$ cat src/rtl/uxm_pkg.sv
package uxm_pkg;

   typedef enum logic [2:0] {
      ST_IDLE,
      ST_READ,
      ST_WAIT,
      ST_WR1,
      ST_WR2,
      ST_DONE
   } uxm_state_e;

   // rate 255 means always; otherwise apply when draw < rate
   function automatic logic rate_hit(input logic [7:0] draw, input logic [7:0] rate);
      return (rate == 8'hFF) || (draw < rate);
   endfunction

   // distinct non-zero-ish seed per random lane
   function automatic logic [31:0] lane_seed(input logic [31:0] base, input int lane);
      logic [31:0] s;
      s = base ^ (32'h9E37_79B9 * 32'(lane + 1));
      if (s == 32'h0) s = 32'h0000_0001;
      return s;
   endfunction

endpackage

$ cat src/rtl/uxm_lfsr_lane.sv
module uxm_lfsr_lane #(
   parameter logic [31:0] SEED = 32'h0000_0001,
   parameter logic [31:0] TAPS = 32'h8020_0003
) (
   input  logic        clk,
   input  logic        rst_n,
   output logic [31:0] state_o
);

   if (SEED == 32'h0) begin : g_bad_seed
      $error("uxm_lfsr_lane: SEED must be non-zero");
   end

   logic [31:0] state_q;

   always_ff @(posedge clk or negedge rst_n) begin
      if (!rst_n) state_q <= SEED;
      else        state_q <= (state_q >> 1) ^ (state_q[0] ? TAPS : 32'h0);
   end

   assign state_o = state_q;

endmodule

$ cat src/rtl/uxm_rng.sv
module uxm_rng
   import uxm_pkg::*;
#(
   parameter int          OUT_W = 32,
   parameter logic [31:0] SEED  = 32'h5A17_C3E9
) (
   input  logic             clk,
   input  logic             rst_n,
   output logic [OUT_W-1:0] rnd_o
);

   localparam int NLANE = (OUT_W + 31) / 32;
   localparam int POOLW = NLANE * 32;
   localparam int SPARE = POOLW - OUT_W;

   if (OUT_W < 1) begin : g_bad_width
      $error("uxm_rng: OUT_W must be positive");
   end

   logic [POOLW-1:0] pool;

   for (genvar g = 0; g < NLANE; g++) begin : g_lane
      uxm_lfsr_lane #(
         .SEED (lane_seed(SEED, g))
      ) u_lane (
         .clk     (clk),
         .rst_n   (rst_n),
         .state_o (pool[g*32 +: 32])
      );
   end

   if (SPARE > 0) begin : g_fold
      assign rnd_o = pool[OUT_W-1:0] ^ OUT_W'(pool[POOLW-1:OUT_W]);
   end else begin : g_exact
      assign rnd_o = pool[OUT_W-1:0];
   end

endmodule

$ cat src/rtl/uxm_mutate.sv
module uxm_mutate #(
   parameter int DATA_W = 8,
   parameter int IDX_W  = 3,
   parameter int BAL_W  = 14
) (
   input  logic                    clk,
   input  logic                    rst_n,
   input  logic [DATA_W-1:0]       word_i,
   input  logic [IDX_W-1:0]        bit_i,
   input  logic                    apply_i,
   input  logic signed [BAL_W-1:0] bal_i,
   output logic [DATA_W-1:0]       word_o,
   output logic signed [BAL_W-1:0] delta_o
);

   localparam int CNT_W = IDX_W + 1;

   if ((1 << IDX_W) != DATA_W) begin : g_bad_idx
      $error("uxm_mutate: IDX_W must be log2(DATA_W)");
   end

   logic [CNT_W-1:0]        ones;
   logic signed [BAL_W-1:0] w_imb;
   logic signed [BAL_W-1:0] t_imb;
   logic signed [BAL_W-1:0] step;
   logic                    pick;
   logic                    flip;

   always_comb begin
      ones = '0;
      for (int b = 0; b < DATA_W; b++) ones = ones + CNT_W'(word_i[b]);
   end

   assign w_imb  = $signed(BAL_W'({ones, 1'b0})) - $signed(BAL_W'(DATA_W));
   assign t_imb  = bal_i + w_imb;
   assign pick   = word_i[bit_i];
   assign flip   = apply_i && (pick ? (t_imb > 0) : (t_imb < 0));
   assign step   = pick ? -$signed(BAL_W'(2)) : $signed(BAL_W'(2));
   assign word_o = flip ? (word_i ^ (DATA_W'(1) << bit_i)) : word_i;
   assign delta_o = flip ? (w_imb + step) : w_imb;

   p_hold_off_r6: assert property (@(posedge clk) disable iff (!rst_n)
      !apply_i |-> (word_o == word_i));

   p_single_flip_r7: assert property (@(posedge clk) disable iff (!rst_n)
      $countones(word_o ^ word_i) <= 1);

   p_flip_dir_r7: assert property (@(posedge clk) disable iff (!rst_n)
      (word_o != word_i) |-> ((t_imb > 0 && delta_o < w_imb) || (t_imb < 0 && delta_o > w_imb)));

endmodule

$ cat src/rtl/uxm_engine.sv
module uxm_engine
   import uxm_pkg::*;
#(
   parameter int          DATA_W = 8,
   parameter int          ADDR_W = 8,
   parameter int          LEN_W  = 8,
   parameter logic [31:0] SEED   = 32'h5A17_C3E9
) (
   input  logic              clk,
   input  logic              rst_n,
   input  logic              start_i,
   input  logic [ADDR_W-1:0] par1_base_i,
   input  logic [ADDR_W-1:0] par2_base_i,
   input  logic [ADDR_W-1:0] kid1_base_i,
   input  logic [ADDR_W-1:0] kid2_base_i,
   input  logic [LEN_W-1:0]  len_words_i,
   input  logic [7:0]        xover_rate_i,
   input  logic [7:0]        mut_rate_i,
   output logic              rd_en_o,
   output logic [ADDR_W-1:0] rd_addr1_o,
   output logic [ADDR_W-1:0] rd_addr2_o,
   input  logic [DATA_W-1:0] rd_data1_i,
   input  logic [DATA_W-1:0] rd_data2_i,
   output logic              wr_en_o,
   output logic [ADDR_W-1:0] wr_addr_o,
   output logic [DATA_W-1:0] wr_data_o,
   output logic              done_o
);

   localparam int IDX_W = $clog2(DATA_W);
   localparam int BAL_W = LEN_W + IDX_W + 3;
   localparam int RND_W = DATA_W + 16 + 2 * IDX_W;

   if (DATA_W < 8 || (DATA_W & (DATA_W - 1)) != 0) begin : g_bad_data
      $error("uxm_engine: DATA_W must be a power of two, at least 8");
   end
   if (LEN_W < 1 || ADDR_W < LEN_W) begin : g_bad_addr
      $error("uxm_engine: need 1 <= LEN_W <= ADDR_W");
   end

   // ---------------- random source ----------------
   logic [RND_W-1:0] rnd;

   uxm_rng #(
      .OUT_W (RND_W),
      .SEED  (SEED)
   ) u_rng (
      .clk   (clk),
      .rst_n (rst_n),
      .rnd_o (rnd)
   );

   logic [DATA_W-1:0] rnd_mask;
   logic [7:0]        rnd_xo;
   logic [7:0]        rnd_mu;
   logic [IDX_W-1:0]  mut_bit [2];

   assign rnd_mask   = rnd[DATA_W-1:0];
   assign rnd_xo     = rnd[DATA_W +: 8];
   assign rnd_mu     = rnd[DATA_W+8 +: 8];
   assign mut_bit[0] = rnd[DATA_W+16 +: IDX_W];
   assign mut_bit[1] = rnd[DATA_W+16+IDX_W +: IDX_W];

   // ---------------- run state ----------------
   uxm_state_e        state_q;
   logic [LEN_W-1:0]  idx_q;
   logic [LEN_W-1:0]  len_q;
   logic [ADDR_W-1:0] p1b_q, p2b_q, k1b_q, k2b_q;
   logic [7:0]        xrate_q, mrate_q;
   logic [DATA_W-1:0] kid_q [2];
   logic signed [BAL_W-1:0] bal_q [2];

   // ---------------- crossover ----------------
   logic              xo_hit;
   logic              mu_hit;
   logic [DATA_W-1:0] sel_mask;
   logic [DATA_W-1:0] xo_word  [2];
   logic [DATA_W-1:0] mut_word [2];
   logic signed [BAL_W-1:0] mut_delta [2];

   assign xo_hit     = rate_hit(rnd_xo, xrate_q);
   assign mu_hit     = rate_hit(rnd_mu, mrate_q);
   assign sel_mask   = xo_hit ? rnd_mask : {DATA_W{1'b1}};
   assign xo_word[0] = (sel_mask & rd_data1_i) | (~sel_mask & rd_data2_i);
   assign xo_word[1] = (sel_mask & rd_data2_i) | (~sel_mask & rd_data1_i);

   for (genvar k = 0; k < 2; k++) begin : g_kid
      uxm_mutate #(
         .DATA_W (DATA_W),
         .IDX_W  (IDX_W),
         .BAL_W  (BAL_W)
      ) u_mut (
         .clk     (clk),
         .rst_n   (rst_n),
         .word_i  (xo_word[k]),
         .bit_i   (mut_bit[k]),
         .apply_i (mu_hit),
         .bal_i   (bal_q[k]),
         .word_o  (mut_word[k]),
         .delta_o (mut_delta[k])
      );
   end

   // ---------------- sequencer ----------------
   always_ff @(posedge clk or negedge rst_n) begin
      if (!rst_n) begin
         state_q <= ST_IDLE;
         idx_q   <= '0;
         len_q   <= '0;
         p1b_q   <= '0;
         p2b_q   <= '0;
         k1b_q   <= '0;
         k2b_q   <= '0;
         xrate_q <= '0;
         mrate_q <= '0;
         for (int k = 0; k < 2; k++) begin
            kid_q[k] <= '0;
            bal_q[k] <= '0;
         end
      end else begin
         case (state_q)
            ST_IDLE: begin
               if (start_i) begin
                  idx_q   <= '0;
                  len_q   <= len_words_i;
                  p1b_q   <= par1_base_i;
                  p2b_q   <= par2_base_i;
                  k1b_q   <= kid1_base_i;
                  k2b_q   <= kid2_base_i;
                  xrate_q <= xover_rate_i;
                  mrate_q <= mut_rate_i;
                  for (int k = 0; k < 2; k++) bal_q[k] <= '0;
                  state_q <= (len_words_i == '0) ? ST_DONE : ST_READ;
               end
            end
            ST_READ: state_q <= ST_WAIT;
            ST_WAIT: begin
               for (int k = 0; k < 2; k++) begin
                  kid_q[k] <= mut_word[k];
                  bal_q[k] <= bal_q[k] + mut_delta[k];
               end
               state_q <= ST_WR1;
            end
            ST_WR1: state_q <= ST_WR2;
            ST_WR2: begin
               if (idx_q == len_q - LEN_W'(1)) begin
                  state_q <= ST_DONE;
               end else begin
                  idx_q   <= idx_q + LEN_W'(1);
                  state_q <= ST_READ;
               end
            end
            ST_DONE: state_q <= ST_IDLE;
            default: state_q <= ST_IDLE;
         endcase
      end
   end

   // ---------------- memory side ----------------
   assign rd_en_o    = (state_q == ST_READ);
   assign rd_addr1_o = p1b_q + ADDR_W'(idx_q);
   assign rd_addr2_o = p2b_q + ADDR_W'(idx_q);
   assign wr_en_o    = (state_q == ST_WR1) || (state_q == ST_WR2);
   assign wr_addr_o  = (state_q == ST_WR1) ? (k1b_q + ADDR_W'(idx_q)) : (k2b_q + ADDR_W'(idx_q));
   assign wr_data_o  = (state_q == ST_WR1) ? kid_q[0] : kid_q[1];
   assign done_o     = (state_q == ST_DONE);

   // ---------------- assertions ----------------
   p_rd_wr_excl_r2: assert property (@(posedge clk) disable iff (!rst_n)
      rd_en_o |-> !wr_en_o);

   p_rd_to_wr_r3: assert property (@(posedge clk) disable iff (!rst_n)
      rd_en_o |=> ##1 wr_en_o);

   p_wr_pair_r3: assert property (@(posedge clk) disable iff (!rst_n)
      $rose(wr_en_o) |=> wr_en_o);

   p_wr_end_r3: assert property (@(posedge clk) disable iff (!rst_n)
      (wr_en_o && $past(wr_en_o)) |=> !wr_en_o);

   p_done_pulse_r9: assert property (@(posedge clk) disable iff (!rst_n)
      done_o |=> !done_o);

   p_busy_start_r10: assert property (@(posedge clk) disable iff (!rst_n)
      (state_q != ST_IDLE && start_i) |=> $stable(p1b_q) && $stable(len_q));

endmodule

$ cat config.mk
export PLATFORM = sky130hd
export DESIGN_NAME = uxm_engine
export DESIGN_NICKNAME = d
export VERILOG_FILES = /design/src/rtl/uxm_pkg.sv /design/src/rtl/uxm_lfsr_lane.sv /design/src/rtl/uxm_rng.sv /design/src/rtl/uxm_mutate.sv /design/src/rtl/uxm_engine.sv
export SDC_FILE = /design/constraint.sdc
export NUM_CORES = 1
export LEC_CHECK = 0
export BUFFER_PORTS_ARGS = -buffer_cell sky130_fd_sc_hd__buf_2
export CAP_MARGIN = 0
export CORE_UTILIZATION = 55
export DETAILED_ROUTE_END_ITERATION = 16
export PLACE_DENSITY = 0.81
export SLEW_MARGIN = 20
export SYNTH_ARGS = -nofsm -noshare
export SYNTH_HDL_FRONTEND = slang
export SYNTH_SLANG_ARGS = --single-unit
$ cat constraint.sdc
create_clock -name clk -period 9.9 [get_ports clk]
set_clock_uncertainty 0.15 [all_clocks]
set_input_delay 0.99 -clock clk [delete_from_list [all_inputs] [get_ports clk]]
set_output_delay 0.99 -clock clk [all_outputs]
set_load 0.02 [all_outputs]
==> reports/metrics.csv, run 1 <==
metric,value,unit
status,completed,
placer congestion estimate,0.897,
worst hold endpoint,u_rng.g_lane[0].u_lane.state_o[11],
starting density of the core,0.563,
Max-Cap Viols,0,
Synth Flop Type,dfrtp_1,
Chip Width,143,µm
WL met1,12100,µm
# diodes,0,
Clock Latency Late Sink,0.43,ns
FF-to-FF End,bal_q[13],
most frequent CP cell,ha_1,
unrepaired setup endpoints after global routing,yes,
Hold Crit Start,u_rng.g_lane[0].u_lane.state_o[12],
Slew @ Worst Pin,1.06,ns
clk slew on worst S/H paths,0.06,ns
Rows,51,
DRC viols,0,
Top Family by Delay on Critical Path,adder cells,
wire per inst,18.5,µm
CTS tree,done,
Clock Sinks,141,
synthesized net count,1347,
vias in the first global route,9561,
R2R setup slack,0.14,ns
met3 wire len,1610,µm
die height,143,µm
drt total wl,29900,µm
"slowest stage delay, CP",0.56,ns
core area,0.0195,mm²
port buffer count,109,
Critical Setup Path Class,reg -> reg,
Synth cell types,85,
Gate Count Post-Synth,1166,
Worst Path Required,10.10,ns
initial antenna violation count,0,
crit path capture type,flop,
drt initial violations,710,
drt pass-1 iters,5,
"Buf+Inv Stages, Crit Path",6,
gr ovfl total,0,
first-pass GRT wire length,46700,µm
reg2reg path depth,42,
Slew headroom,0.289,
Routed Antenna Nets,0,
CTS Hold Bufs,0,
share of layout cells above drive strength 1,0.305,
fin crit share,0.986,
Mean Syn Cell Area,9.42,µm²
pin count of the biggest net entering global routing,91,
Yosys reg bits,141,
H-tree depth,4,
multi-input logic area,0.00744,mm²
sequential cell area,0.00354,mm²
Max Freq,0.102,GHz
Root Buffer,clkbuf_16,
min cycle time layout,9.76,ns
gr usage total,0.290,
vias per inst,6.06,
die area,0.0205,mm²
Ports,110,
Worst Path Arrival,9.96,ns
YS warnings,0,
synthesized area,0.0110,mm²
metal2 WL,15000,µm
top layer in use,met4,
routed via count,9773,
"Seq/Total Area, Yosys",0.322,
final setup fails,0,
number of synthesized flops with an enable pin,0,
Layout fillers,1391,
Detailed Place HPWL,20300,µm
TritonCTS Buffers,17,
"commonest non-fill, non-tap cell in the layout",dfrtp_1,
Final Hold Fails,0,
nets@finish,1517,
Setup crit start kind,flop,
Max clock buf depth,2,
most frequent cells in the layout,"dfrtp_1 (130), buf_2 (108), buf_4 (99)",
area delta synth->final,22.3,%
crit path max fanout,6,
ys async rst share,1.00,
Final TNS setup,0,ns
R2R Path Start,u_rng.g_lane[0].u_lane.state_o[13],
slowest CP cell,dfstp_2,
"Slew Viols, Final",0,
Hold Path Depth,0,
Hold Crit Class,reg -> reg,
==> kinds of logic (layout without fill, tap and decap cells) <==
group                      Yosys count  after routing  share of synthesized area
DFF                                141            141                      0.322
muxes                               84             84                     0.0876
AOI/OAI and AO/OA                  312            312                      0.195
and+or+nand+nor                    288            288                      0.127
xor gates and xnor gates           100            100                     0.0853
buffers and inverters              132            315                     0.0470
adders and majority gates          109            109                      0.136
==> worst register-to-register path: cells and delay by family (launching register included) <==
family	cells	cell delay [ns]
fa+ha+maj	9	3.25
compound gates	15	2.75
simple gates	8	1.26
buf+inv	6	0.74
mux	2	0.63
flops	1	0.56
xor+xnor	2	0.37
==> how the worst max path moves through the flow <==
stage,start,endpoint,cells after the start
2_1_floorplan,u_rng.g_lane[0].u_lane.state_o[13],bal_q[13],41
3_3_place_gp,u_rng.g_lane[0].u_lane.state_o[13],bal_q[13],40
3_5_place_dp,u_rng.g_lane[0].u_lane.state_o[13],bal_q[13],40
4_1_cts,u_rng.g_lane[0].u_lane.state_o[13],bal_q[13],40
5_1_grt,xrate_q[2],bal_q[26],42
6_report,u_rng.g_lane[0].u_lane.state_o[13],bal_q[13],42
==> synth_stat cells (6+ instances only) <==
| master | n | share of area |
|---|---|---|
| a21oi_1 | 65 | 0.030 |
| o31ai_1 | 10 | 0.0068 |
| or3_1 | 11 | 0.0063 |
| mux2_2 | 57 | 0.058 |
| nand2_1 | 95 | 0.032 |
| nor2_1 | 74 | 0.025 |
| nand4_1 | 13 | 0.0074 |
| ha_1 | 87 | 0.099 |
| nor4_1 | 11 | 0.0063 |
| a21o_1 | 32 | 0.022 |
| xor2_1 | 35 | 0.028 |
| fa_1 | 19 | 0.035 |
| xnor2_1 | 61 | 0.049 |
| mux2i_1 | 23 | 0.021 |
| o21bai_1 | 13 | 0.0089 |
| clkbuf_1 | 48 | 0.016 |
| dfrtp_1 | 130 | 0.30 |
| a22oi_1 | 8 | 0.0055 |
| o211ai_1 | 12 | 0.0082 |
| nor2b_1 | 10 | 0.0057 |
| a22o_1 | 8 | 0.0064 |
| and3_1 | 9 | 0.0051 |
| and2_1 | 9 | 0.0051 |
| inv_1 | 74 | 0.025 |
| nand2b_1 | 8 | 0.0046 |
| o21ai_0 | 79 | 0.036 |
| a211oi_1 | 13 | 0.0089 |
| dfstp_2 | 11 | 0.026 |
| nor3_1 | 17 | 0.0077 |
| nand3_1 | 6 | 0.0027 |
| buf_2 | 6 | 0.0027 |
==> sequential cells by signal (all words and copies together), names as in the netlist <==
register,flops
bal_q,26
kid_q,16
idx_q,8
u_rng.g_lane.u_lane.state_o,32
k1b_q,8
state_q,3
k2b_q,8
xrate_q,8
len_q,8
p2b_q,8
p1b_q,8
mrate_q,8
==> repair_timing <==
item,CTS,global route
gates resized for setup,27,75
setup buffers,21,19
endpoints found under the setup margin,5,10
pin swaps,11,51
==> layout make-up <==
cell class	count	share of cell area
clock buffer	20	0.0340
clock inverter	12	0.00652
inverter	75	0.0211
multi-input combinational	893	0.554
sequential	141	0.264
tap	265	0.0247
timing repair buffer	208	0.0964
==> metrics by stage <==
stage / cells / worst slack, ns / util / cell area (µm²) / hold WS (ns)
floorplan: 1166 / -0.00953 / - / 11000 / 0.197
global placement: 1542 / -0.191 / 0.619 / 12100 / 0.207
detailed placement: 1542 / -0.391 / 0.619 / 12100 / 0.210
CTS: 1595 / 0.0231 / 0.661 / 12900 / 0.224
global route: 1614 / -0.235 / 0.688 / 13400 / 0.232
finish: 1614 / 0.138 / 0.688 / 13400 / 0.225
==> routing by layer <==
layer  vias to the layer above  global-route usage
met5                         -                   0
met1                      4783               0.347
met4                         0               0.141
met3                       105              0.0506
met2                       356               0.504
li1                       4529                   -
Power of run 1 is left out: the tool's default activity adds up to more than one toggle a clock period on the data nets, which glitch-free logic cannot reach.
==> inputs of run 2 (changes only) <==
Settings changed: PLACE_DENSITY 0.81 to unset, PLACE_DENSITY_LB_ADDON set to 0.2.
==> run 2 against run 1 <==
Effect of this change: sequential cell count unchanged; core utilization down 1.0 points; global-route usage down 1.8 points; first-iteration DRC count down 22%; count of clock-buffer cells in the layout down 3; die area unchanged; worst setup slack better by 0.083 ns; wire length down 10%; design area down 1.5%; fmax up 0.86%; largest cell class unchanged; highest routed layer unchanged.
==> reports/metrics.csv, run 2 (same netlist as run 1, synthesis figures left out) <==
metric,value,unit
status,completed,
wire per inst,16.9,µm
FF-to-FF End,bal_q[27],
Detailed Place HPWL,19200,µm
min cycle time layout,9.68,ns
final cell count without fillers,1590,
Max-Cap Viols,0,
Hold Crit Class,reg -> reg,
area delta synth->final,20.5,%
dpl cells,1550,
drt pass-1 iters,5,
TritonCTS Buffers,17,
die area,0.0205,mm²
final setup fails,0,
Root Buffer,clkbuf_16,
Layout fillers,1555,
placer congestion estimate,0.905,
R2R Path Start,u_rng.g_lane[0].u_lane.state_o[13],
drt initial violations,556,
"commonest non-fill, non-tap cell in the layout",dfrtp_1,
initial antenna violation count,0,
crit path capture type,flop,
most frequent CP cell,a211oi_2,
share of layout cells above drive strength 1,0.281,
Final TNS setup,0,ns
Max Freq,0.103,GHz
core area,0.0195,mm²
Chip Width,143,µm
Clock Latency Late Sink,0.44,ns
port buffer count,109,
unrepaired setup endpoints after global routing,yes,
crit path max fanout,3,
Worst Path Arrival,9.89,ns
CP startpoint,u_rng.g_lane[0].u_lane.state_o[13],
DRC viols,0,
slowest CP cell,dfstp_2,
"Buf+Inv Stages, Crit Path",5,
Top Family by Delay on Critical Path,adder cells,
"Slew Viols, Final",0,
nets@finish,1493,
die height,143,µm
Slew @ Worst Pin,1.02,ns
gr ovfl total,0,
clk slew on worst S/H paths,0.07,ns
Worst Path Required,10.11,ns
Critical Setup Path Class,reg -> reg,
CTS Hold Bufs,0,
starting density of the core,0.563,
Max clock buf depth,2,
R2R setup slack,0.22,ns
Routed Antenna Nets,0,
drt total wl,26800,µm
reg2reg path depth,42,
H-tree depth,4,
Hold Path Depth,0,
worst hold endpoint,u_rng.g_lane[0].u_lane.state_o[30],
max reg flops,32,
fin crit share,0.978,
vias per inst,5.77,
first-pass GRT wire length,43800,µm
gr usage total,0.272,
"slowest stage delay, CP",0.56,ns
Slew headroom,0.316,
vias in the first global route,8895,
Final Hold Fails,0,
Ports,110,
Rows,51,
Clock Sinks,141,
# diodes,0,
Setup crit start kind,flop,
Hold Crit Start,u_rng.g_lane[0].u_lane.state_o[31],
worst hold slack,0.224,ns
routed via count,9179,
pin count of the biggest net entering global routing,81,
CTS tree,done,
most frequent cells in the layout,"dfrtp_1 (130), buf_2 (108), nand2_1 (91)",
-- run 2: metrics by stage --
| stage | setup WS [ns] | instance area (µm²) | util |
|---|---|---|---|
| 4_1_cts | -0.0197 | 12900 | 0.658 |
| 3_3_place_gp | -0.149 | 12200 | 0.622 |
| 2_1_floorplan | -0.00953 | 11000 | - |
| 5_1_grt | -0.183 | 13200 | 0.678 |
| 3_5_place_dp | -0.325 | 12200 | 0.622 |
| 6_report | 0.221 | 13200 | 0.678 |
-- run 2: area by class of cell --
class | instances | area (µm²) | area share
Multi-Input combinational cell | 893 | 7330 | 0.554
Clock buffer | 17 | 425 | 0.0321
Tap cell | 265 | 332 | 0.0251
Inverter | 75 | 287 | 0.0217
Timing Repair Buffer | 184 | 1130 | 0.0852
Clock inverter | 15 | 194 | 0.0147
Sequential cell | 141 | 3540 | 0.268
-- run 2: worst max path at each step --
stage	endpoint	slack, ns	cells after the start
detailed placement	bal_q[27]	-0.33	43
finish	bal_q[27]	0.22	42
global route	bal_q[27]	-0.18	42
CTS	bal_q[27]	-0.02	42
global placement	bal_q[13]	-0.15	41
floorplan	bal_q[13]	-0.01	41
-- run 2: repair_timing --
item,4_1_cts,5_1_grt
hold endpoints to repair,0,0
pin swaps,9,45
gates resized for setup,19,60
setup endpoints to repair,5,9
setup buffers,0,7
-- run 2: worst register-to-register path, delay by kind of cell (launching register included) --
family / cells / cell delay, ns
compound gates: 14 / 2.74
buf+inv: 5 / 0.36
flops: 1 / 0.56
simple gates: 9 / 1.57
xor+xnor: 2 / 0.36
fa+ha+maj: 10 / 3.34
mux: 2 / 0.54
-- run 2: metal layers --
| metal | global-route usage | vias to the layer above | part of all wire |
|---|---|---|---|
| met4 | 0.0745 | 0 | 0.014 |
| met5 | 0 | - | 0 |
| met3 | 0.0546 | 37 | 0.045 |
| met2 | 0.447 | 206 | 0.48 |
| li1 | - | 4485 | - |
| met1 | 0.364 | 4451 | 0.46 |
Power of run 2 is left out for the same reason.
